## src/rtl/cal_seq.sv

```systemverilog
module cal_seq #(
  parameter int CLK_NS    = 8,
  parameter int GAP_NS    = 700,
  parameter int MAX_TRIES = 8
) (
  input  logic        clk,
  input  logic        rst_n,
  input  logic        rd_req,
  input  logic        wr_req,
  input  logic [51:0] wtime,
  output logic [51:0] rtime,
  output logic        busy,
  output logic        done,
  output logic        err,
  output logic        ce,
  output logic        xfer_req,
  output logic        xfer_wr,
  output logic [3:0]  xfer_addr,
  output logic [3:0]  xfer_wdata,
  input  logic        xfer_ack,
  input  logic [3:0]  xfer_rdata
);

  localparam int GAP_CYC = (GAP_NS + CLK_NS - 1) / CLK_NS;
  localparam int GW      = $clog2(GAP_CYC + 1);
  localparam int TW      = (MAX_TRIES > 1) ? $clog2(MAX_TRIES) : 1;
  localparam logic [3:0] A_CTL  = 4'hE;
  localparam logic [3:0] A_INTV = 4'h7;
  localparam logic [3:0] LAST   = 4'd12;
  localparam logic [51:0] DEF_TIME = 52'h0_00_01_01_00_00_00;

  typedef enum logic [3:0] {
    S_BOOT, S_PCHK, S_PINT, S_PCTL, S_PPOLL, S_IDLE,
    S_BWR, S_BRD, S_BGAP, S_FLD, S_EGAP, S_DONE
  } st_t;

  st_t         st;
  logic        op_wr, boot, abort;
  logic [TW-1:0] tries;
  logic [GW-1:0] gcnt;
  logic [3:0]  idx;
  logic [51:0] shadow, rtime_q;
  logic        err_q;
  logic [3:0]  fld_addr;
  logic        busy_bit, last_try, gap_end;

  assign busy_bit = xfer_rdata[0];
  assign last_try = (tries == TW'(MAX_TRIES - 1));
  assign gap_end  = (gcnt == GW'(GAP_CYC - 1));

  assign fld_addr = (idx == LAST) ? 4'h6 :
                    (idx[3:1] < 3'd3) ? idx : idx + 4'd2;

  assign ce = (st == S_PCHK) || (st == S_PINT) || (st == S_PCTL) ||
              (st == S_PPOLL) || (st == S_BWR) || (st == S_BRD) ||
              (st == S_FLD);
  assign busy  = (st != S_IDLE);
  assign done  = (st == S_DONE);
  assign err   = err_q;
  assign rtime = rtime_q;

  always_comb begin
    xfer_req   = 1'b1;
    xfer_wr    = 1'b0;
    xfer_addr  = A_CTL;
    xfer_wdata = 4'h0;
    case (st)
      S_PCHK, S_PPOLL, S_BRD: ;
      S_PINT: begin
        xfer_wr   = 1'b1;
        xfer_addr = A_INTV;
      end
      S_PCTL: begin
        xfer_wr    = 1'b1;
        xfer_wdata = 4'h7;
      end
      S_BWR: begin
        xfer_wr    = 1'b1;
        xfer_wdata = 4'h4;
      end
      S_FLD: begin
        xfer_wr    = op_wr;
        xfer_addr  = fld_addr;
        xfer_wdata = shadow[{idx, 2'b00} +: 4];
      end
      default: xfer_req = 1'b0;
    endcase
  end

  always_ff @(posedge clk) begin
    if (!rst_n) begin
      st      <= S_BOOT;
      op_wr   <= 1'b0;
      boot    <= 1'b1;
      abort   <= 1'b0;
      tries   <= '0;
      gcnt    <= '0;
      idx     <= '0;
      shadow  <= '0;
      rtime_q <= '0;
      err_q   <= 1'b0;
    end else begin
      case (st)
        S_BOOT: st <= S_PCHK;
        S_PCHK: if (xfer_ack) begin
          gcnt <= '0;
          st   <= xfer_rdata[1] ? S_PINT : S_EGAP;
        end
        S_PINT: if (xfer_ack) st <= S_PCTL;
        S_PCTL: if (xfer_ack) begin
          tries <= '0;
          st    <= S_PPOLL;
        end
        S_PPOLL: if (xfer_ack) begin
          if (busy_bit) begin
            if (last_try) begin
              abort <= 1'b1;
              gcnt  <= '0;
              st    <= S_EGAP;
            end else begin
              tries <= tries + 1'b1;
            end
          end else begin
            shadow <= DEF_TIME;
            op_wr  <= 1'b1;
            tries  <= '0;
            st     <= S_BWR;
          end
        end
        S_IDLE: begin
          if (rd_req || wr_req) begin
            op_wr <= !rd_req;
            tries <= '0;
            abort <= 1'b0;
            err_q <= 1'b0;
            st    <= S_BWR;
            if (!rd_req) shadow <= wtime;
          end
        end
        S_BWR: if (xfer_ack) st <= S_BRD;
        S_BRD: if (xfer_ack) begin
          gcnt <= '0;
          if (busy_bit) begin
            if (last_try) begin
              abort <= 1'b1;
              st    <= S_EGAP;
            end else begin
              tries <= tries + 1'b1;
              st    <= S_BGAP;
            end
          end else begin
            idx <= '0;
            st  <= S_FLD;
          end
        end
        S_BGAP: begin
          gcnt <= gcnt + 1'b1;
          if (gap_end) st <= S_BWR;
        end
        S_FLD: if (xfer_ack) begin
          if (!op_wr) shadow[{idx, 2'b00} +: 4] <= xfer_rdata;
          if (idx == LAST) begin
            gcnt <= '0;
            st   <= S_EGAP;
          end else begin
            idx <= idx + 1'b1;
          end
        end
        S_EGAP: begin
          gcnt <= gcnt + 1'b1;
          if (gap_end) begin
            boot <= 1'b0;
            if (boot && !abort) begin
              st <= S_IDLE;
            end else begin
              err_q <= abort;
              if (!op_wr && !abort) rtime_q <= shadow;
              st <= S_DONE;
            end
          end
        end
        S_DONE: st <= S_IDLE;
        default: st <= S_IDLE;
      endcase
    end
  end

  logic [GW-1:0] low_cnt;
  always_ff @(posedge clk) begin
    if (!rst_n) low_cnt <= GW'(GAP_CYC);
    else if (ce) low_cnt <= '0;
    else if (low_cnt != GW'(GAP_CYC)) low_cnt <= low_cnt + 1'b1;
  end


  req_ce_chk: assert property (@(posedge clk) disable iff (!rst_n)
    xfer_req |-> ce);


  req_hold_chk: assert property (@(posedge clk) disable iff (!rst_n)
    (xfer_req && !xfer_ack) |=> (xfer_req && $stable(xfer_addr) &&
                                 $stable(xfer_wr) && $stable(xfer_wdata)));


  ce_gap_chk: assert property (@(posedge clk) disable iff (!rst_n)
    $rose(ce) |-> (low_cnt >= GW'(GAP_CYC)));


  done_gap_chk: assert property (@(posedge clk) disable iff (!rst_n)
    done |-> (!ce && low_cnt >= GW'(GAP_CYC)));


  done_pulse_chk: assert property (@(posedge clk) disable iff (!rst_n)
    done |=> !done);


  err_done_chk: assert property (@(posedge clk) disable iff (!rst_n)
    $rose(err) |-> done);

endmodule

```

## config.mk

```make
export PLATFORM = sky130hd
export DESIGN_NAME = cal_seq
export DESIGN_NICKNAME = d
export VERILOG_FILES = /design/src/rtl/cal_seq.sv
export SDC_FILE = /design/constraint.sdc
export NUM_CORES = 1
export LEC_CHECK = 0
export BUFFER_PORTS_ARGS = -buffer_cell sky130_fd_sc_hd__buf_4
export CAP_MARGIN = 20
export CORE_AREA = 2 2 145 147
export CTS_CLUSTER_DIAMETER = 40
export CTS_CLUSTER_SIZE = 8
export DETAILED_ROUTE_END_ITERATION = 12
export DIE_AREA = 0 0 147 149
export PLACE_DENSITY = 0.54
export SYNTH_ARGS = -nofsm -noshare
export SYNTH_HDL_FRONTEND = slang
export SYNTH_SLANG_ARGS = --single-unit
export TNS_END_PERCENT = 30
```

## constraint.sdc

```tcl
create_clock -name clk -period 2.7 [get_ports clk]
set_input_delay 0.27 -clock clk [delete_from_list [all_inputs] [get_ports clk]]
set_output_delay 0.27 -clock clk [all_outputs]
set_load 0.01 [all_outputs]
```

Word-level counts from Yosys, hierarchy flattened
Cells that the tools add are included.

$add $sub $neg: 5. Multipliers: 0. Divide/modulo/power cells: 0. Magnitude comparators: 1. Equal/unequal tests: 40. Shift operators: 3. Mux-type cells: 64. Bitwise gates (word level): 1. Reduce and logical (&&, ||, !) cells: 35.

Operators with widths (number): two-way mux 52 bit (6); case mux 52 bit (3 select lines) (1); two-way mux 4 bit (22); bitwise mux 52 bit (1); variable shift 4 x 8 -> 52 bit (first input constant) (1); variable part select 4 x 8 -> 52 bit (1); variable part select 52 x 7 -> 4 bit (1); case mux 4 bit (11 select lines) (1); two-way mux 7 bit (6); inequality test 2 bit (second input constant) (20); case mux 7 bit (4 select lines) (1); two-way mux 3 bit (7); equality test 4 bit (second input constant) (5); equality test 4 x 3 -> 1 bit (second input constant) (4); case mux 4 bit (2 select lines) (2); AND reduction 7 bit (2); case mux 3 bit (4 select lines) (1); case mux 4 bit (3 select lines) (1); AND reduction 12 bit (1); AND reduction 4 bit (3); two-way mux 1 bit (10); AND reduction 5 bit (2); equality test 4 x 2 -> 1 bit (second input constant) (2); inequality test 2 x 1 -> 1 bit (second input constant) (4); 26 further kinds (44).

Bits in registers: 126. Latch bits: 0. Bits in writable memories: 0. Memory bits (read-only): 0. Input port bits: 61. Output and inout port bits: 66. Memories kept: 0.

Longest topological paths before layout
Gate-level depths: netlist of run 1.

Word-level depth: 7. Depth in mapped cells: 11. Depth with buffers taken out: 7.

Least setup slack after synthesis of run 1
OpenSTA, ideal clock, no wires.

Kind: flip-flop to flip-flop. Start point: register idx[1]. End point: register shadow[50]. Arrival: 2.382 ns. Data required time: 2.557 ns. Slack: 0.174 ns. Cell stages (with the launch flop): 11. Clock period less this slack: 2.526 ns. Cell sequence: dfxtp_1 -> clkbuf_1 -> buf_2 -> inv_1 -> ha_1 -> buf_4 -> xor2_1 -> nor4_1 -> nor2_1 -> nor2_4 -> o32ai_2.

Word-level cells in the longest chain between the ends: 6. Elaborated cells between the ends (all ways): 7. Classes of those cells: 1 x add/sub; 2 x shift; 4 x mux.

Ends and longest elaborated chain: from (decl) (line 41) `logic [3:0] idx;`; from (signal assigned) (line 166) `idx <= idx + 1'b1;`; negation 6 -> 8 bit * (line 161) `if (!op_wr) shadow[{idx, 2'b00} +: 4] <= xfer_rdata;`; variable part select 4 x 8 -> 52 bit or variable shift 4 x 8 -> 52 bit (tied branches) (line 161); bitwise mux 52 bit * (line 161); two-way mux 52 bit * (line 161); two-way mux 52 bit * (line 160) `S_FLD: if (xfer_ack) begin`; case mux 52 bit (3 select lines) * (line 103) `case (st)`; to (signal assigned) (line 137) `if (!rd_req) shadow <= wtime;`; to (signal, indexed assignment) (line 161); to (decl) (line 42) `logic [51:0] shadow, rtime_q;`.

Every way passes the cells marked *; elsewhere a longest branch is shown, timed or not. The select of a mux whose other input is x is not followed. A chain may end at the register's enable or synchronous reset.

Worst setup path after layout of run 1
Start point: register idx[0]. End point: output port xfer_wdata[2].

Word-level cells in the longest chain between the ends: 2.

Ends and longest elaborated chain: variable part select 52 x 7 -> 4 bit (line 84) `xfer_wdata = shadow[{idx, 2'b00} +: 4];`; case mux 4 bit (3 select lines) (line 67) `case (st)`; to (decl) (line 19) `output logic [3:0] xfer_wdata,`.

Every way passes these cells.

==> results of run 1 <==
## flip-flops by register name, indices dropped and copies added, names as in the netlist
| register | flops |
|---|---|
| rtime | 52 |
| shadow | 52 |
| gcnt | 7 |
| idx | 4 |
| st | 4 |
| tries | 3 |
| abort | 1 |
| boot | 1 |
| err | 1 |
| op_wr | 1 |
## worst paths after layout
path / cells past startpoint / slack, ns / end / start
max: 6 / 0.06 / xfer_wdata[2] / idx[0]
min: 2 / 0.05 / op_wr / rd_req
max reg2reg: 7 / 0.33 / shadow[28] / idx[0]
min reg2reg: 2 / 0.45 / rtime[48] / rtime[48]
## metal layers
metal | routed length (um) | track usage
met2 | 11040 | 0.3444
met4 | 516 | 0.07452
met1 | 10790 | 0.2891
met5 | 0 | 0
met3 | 1186 | 0.03700
## cell usage after synthesis, types with 6 or more instances
library cell  count
a21oi_1          92
a22oi_1           8
a31oi_1          10
a32oi_1          23
buf_1             6
buf_2            20
buf_4            11
buf_6             6
clkbuf_1         36
dfxtp_1         126
ha_1              9
inv_1             8
mux2i_1           7
mux4_2           12
nand2_1         200
nand2b_1          9
nand3_1          19
nand4_1          17
nor2_1           31
nor2b_1           6
nor3_1            8
o21ai_0          25
o2bb2ai_1        13
o32ai_1           6
o32ai_2          28
xnor2_1           7
## power by group
group | internal (uW) | switching, uW | total, uW
clock network | 1260 | 897 | 2150
logic | 676 | 1090 | 1760
registers | 1930 | 109 | 2040
total | 3860 | 2090 | 5950
## metrics by stage
stage	total power, uW	area, um2	setup slack [ns]	util	instances
finish	5955	8766	0.06033	0.4264	1220
detailed placement	3814	8183	0.3070	0.3981	1189
floorplan	3248	6984	0.1743	-	834
CTS	5974	8743	0.02034	0.4253	1220
global placement	3816	8183	0.3263	0.3981	1189
global route	6244	8766	0.01561	0.4264	1220
## layout make-up
cell class              count  area [um2]  share of cell area
clock buffers              17       425.4             0.04853
clock inverters            14       122.6             0.01399
inverters                  10       38.79            0.004425
multi-input cells         618        4049              0.4619
flip-flops and latches    126        2522              0.2878
well taps                 275       344.1             0.03925
repair buffers            160        1264              0.1442
## cell families after synthesis
kind of cell / after synthesis / share of synthesized area
and+or+nand+nor: 324 / 0.2123
DFF: 126 / 0.3612
adders and majority gates: 9 / 0.01612
buffers and inverters: 90 / 0.06503
muxes: 19 / 0.04873
xor gates and xnor gates: 8 / 0.01003
AOI/OAI and AO/OA: 258 / 0.2866
==> results.md, run 1 <==
- Outcome: finished clean
- Sequential area share after synthesis: 0.3612
- Die area: 0.02190 mm2
- #FFs+latches synth: 126
- Layout cell share with drive strength beyond 1: 0.2741
- Gr usage total: 0.2132
- Post-CTS Setup Inserts: 0
- P_leak: 0.003041 uW
- DRT Wirelength: 23530 um
- Crit path time final: 2.640 ns
- Final GP Congestion: 0.8710
- Worst Path Arrival: 2.37 ns
- Cts repair resizes: 3
- DRC: 0
- CTS root buf: clkbuf_16
- RSZ-0062 raised after global routing: no
- Starting Density: 0.3397
- Sink Count: 126
- Nets: 1003
- Num ports: 127
- Hold Fails Final Rpt: 0
- Post-Syn Instances: 834
- Initial antenna violation count: 0
- Slew HR: 0.4496
- Buf/Inv on CP: 2
- Detailed Place HPWL: 16670 um
- Period utilization: 0.9777
- Clk_lat worst skew: 0.43 ns
- Vias post-DR: 6674
- Row count: 53
- Post-Route Setup TNS: 0 ns
- First-pass GRT wire length: 36090 um
- Largest net degree at the start of global routing: 53
- Detailed Route Iter0 Violations: 584
- Ranking of synthesized cells by area: dfxtp_1 (36%), nand2_1 (11%), a21oi_1 (6.6%)
- CP startpoint kind: flop
- Slew Limit Fails: 0
- Core box area: 0.02056 mm2
- Max Cap Violations: 0
- Pwr/cell area: 679.3 mW/mm2
- Worst VDD drop: 0.3975 mV
- Cts bufs inserted: 17
- Most common cell after layout, fill and taps aside: nand2_1
- HP Class: in2reg
- Layout Skew: 0.007353 ns
- Commonest cells after routing, fill and taps aside: nand2_1 (200), buf_4 (155), dfxtp_1 (126)
- CTS Buffer Depth: 2
- Port bufs: 126
- CTS tree: built
- Post-synth top flop: dfxtp_1
- Delay-heaviest family, CP: multiplexers
- Final setup vio count: 0
- Clock transition at path regs: 0.06 ns
- Hold_ws: 0.05341 ns
- Average cell area after synthesis: 8.374 um2
- Drt first pass iters: 5
- CP Max Fanout: 25
- Vias in the first global route: 6352
- EDFF count, synth: 0
- Area grow syn2layout: 25.51%
- Overflow after GRT: 0
- Synth cell types: 75
- Max Freq: 0.3788 GHz
- DRT antenna net count: 0
- Syn nets: 904
- Fill cells: 2134
- Synth Warn #: 0
- Chip Height: 149 um
- Vias/cell: 5.470
- Drt wl/cell: 19.29 um
- Critical Path RT: 2.43 ns
- Crit path capture type: primary output
- Worst path cell trace: buf_12, mux4_2, mux2i_2, a211o_1, o21ai_0, buf_4
- Synth area leader: dfxtp_1
- WS Path Type: reg2out
- Tightest Pin Transition: 0.8256 ns
- Post-synth design cell area: 0.006984 mm2
- Synth top area share: 0.3612
- CTS H-tree lvls: 4
- Critical path's largest stage delay: 0.53 ns
- Share of synthesized flip-flops with an asynchronous set or reset: 0
- Post-CTS Hold Fix Bufs: 0
- Die Wd: 147 um
- N_diodes: 0
- Max stage delay cell, worst path: mux4_2
No activity file was read; power rests on OpenSTA's default activity.
==> run 2, diff against run 1 <==
--- a/config.mk
+++ b/config.mk
@@ -7,12 +7,11 @@
 export LEC_CHECK = 0
 export BUFFER_PORTS_ARGS = -buffer_cell sky130_fd_sc_hd__buf_4
 export CAP_MARGIN = 20
-export CORE_AREA = 2 2 145 147
+export CORE_AREA = 2 2 119 179
 export CTS_CLUSTER_DIAMETER = 40
 export CTS_CLUSTER_SIZE = 8
 export DETAILED_ROUTE_END_ITERATION = 12
-export DIE_AREA = 0 0 147 149
-export PLACE_DENSITY = 0.54
+export DIE_AREA = 0 0 121 181
 export SYNTH_ARGS = -nofsm -noshare
 export SYNTH_HDL_FRONTEND = slang
 export SYNTH_SLANG_ARGS = --single-unit
==> results.md, run 2 (synthesis results as in run 1) <==
- Overflow after GRT: 0
- Worst VDD drop: 0.4608 mV
- Final GP Congestion: 0.9178
- Most common cell after layout, fill and taps aside: nand2_1
- Num ports: 127
- Pwr/cell area: 686.7 mW/mm2
- Buf/Inv on CP: 2
- Port bufs: 126
- Final Cell Area: 0.008732 mm2
- Post-Route Setup TNS: 0 ns
- Sink Count: 126
- Row count: 64
- Logic pwr share: 0.282
- Die Wd: 121 um
- Initial antenna violation count: 0
- Max Freq: 0.3796 GHz
- Outcome: finished clean
- Largest net degree at the start of global routing: 53
- Worst path cell trace: buf_6, mux4_2, mux2i_2, a211o_1, o21ai_0, buf_4
- First-pass GRT wire length: 36020 um
- Final setup vio count: 0
- Placed Instances: 1177
- Clk pwr share: 0.376
- DRT antenna net count: 0
- CP Max Fanout: 18
- Clk_lat worst skew: 0.42 ns
- Fill cells: 2056
- Hold Fails Final Rpt: 0
- Drt wl/cell: 19.19 um
- Crit path capture type: primary output
- CTS root buf: clkbuf_16
- Detailed Place HPWL: 16940 um
- Sw power: 2097 uW
- Tot Pwr: 5996 uW
- Core box area: 0.02026 mm2
- Critical path's largest stage delay: 0.56 ns
- Vias post-DR: 6729
- DRC: 0
- Slew Limit Fails: 0
- Cell internal pwr: 3899 uW
- DP Area: 0.008149 mm2
- Clock transition at path regs: 0.06 ns
- Layout cell share with drive strength beyond 1: 0.2709
- Worst reg2reg setup slack: 0.41 ns
- Area occupied by multi-input gates: 0.004035 mm2
- Commonest cells after routing, fill and taps aside: nand2_1 (200), buf_4 (155), dfxtp_1 (126)
- Delay-heaviest family, CP: multiplexers
- Die area: 0.02190 mm2
- DRT Wirelength: 23200 um
- Chip Height: 181 um
- Vias/cell: 5.566
- WS Path Type: reg2out
- Reg power frac: 0.342
- Pre-CTS worst setup slack: 0.4381 ns
- CTS H-tree lvls: 4
- N_diodes: 0
- CP startpoint kind: flop
- Area grow syn2layout: 25.03%
- RSZ-0062 raised after global routing: no
- Crit path time final: 2.635 ns
- Max stage delay cell, worst path: mux4_2
- Drt first pass iters: 5
- HP Class: in2reg
- Period utilization: 0.9757
- Setup ws final: 0.06549 ns
- CTS tree: built
- Sw Ratio: 0.3498
- Worst Path Arrival: 2.36 ns
- Vias in the first global route: 6427
- Non-Filler Instances: 1209
- Starting Density: 0.3447
- P_leak: 0.003030 uW
- Layout Skew: 0.01219 ns
- Max Cap Violations: 0
- Nets: 1002
- CTS Buffer Depth: 2
- Critical Path RT: 2.43 ns
- Slew HR: 0.6010
- Register Area: 0.002522 mm2
- Gr usage total: 0.2108
- Tightest Pin Transition: 0.5982 ns
- Detailed Route Iter0 Violations: 501
- Post-CTS Setup Inserts: 0
- Cts bufs inserted: 17
[run 2: what timing repair did]
item                                    CTS  global route
endpoints found under the setup margin    1             4
resized for setup                         1             2
pin swaps                                 0             0
hold buffers                              0             0
[run 2: layout make-up]
type / count / area share
multi-input combinational: 618 / 0.4621
sequential: 126 / 0.2889
timing repair buffer: 159 / 0.1414
clock buffer: 19 / 0.05072
tap: 264 / 0.03783
clock inverter: 13 / 0.01462
inverter: 10 / 0.004442
[run 2: final timing paths]
kind,start,end,depth (start not counted)
min reg2reg,rtime[39],rtime[39],2
min,rd_req,op_wr,2
max reg2reg,idx[2],shadow[14],8
max,idx[0],xfer_wdata[2],6
[run 2: worst reg2reg max path: cells and delay by family (launching register included)]
family | cells | cell delay (ns)
fa+ha+maj | 1 | 0.29
flops | 1 | 0.57
simple gates | 2 | 0.54
compound gates | 2 | 0.44
buf+inv | 2 | 0.30
xor+xnor | 1 | 0.07
[run 2: power by group through the flow]
stage	Combinational [uW]	Sequential (uW)	Clock, uW
final	1690	2050	2260
after global routing	1830	2060	2360
after CTS	1680	2050	2290
after detailed placement	1670	2090	0
after global placement	1680	2080	0
after floorplan	1240	2010	0
[run 2: through the flow]
step	hold WS [ns]	utilization
after global placement	0.4395	0.4022
after floorplan	0.3666	-
after CTS	0.06205	0.4306
final	0.07174	0.4310
after detailed placement	0.4448	0.4022
after global routing	0.07007	0.4310
[run 2: layer usage]
layer | share of wire | routed length, um | global-route usage
met1 | 0.39 | 9145 | 0.2556
met2 | 0.52 | 12030 | 0.3672
met3 | 0.054 | 1247 | 0.03314
met4 | 0.034 | 779 | 0.08465
met5 | 0 | 0 | 0
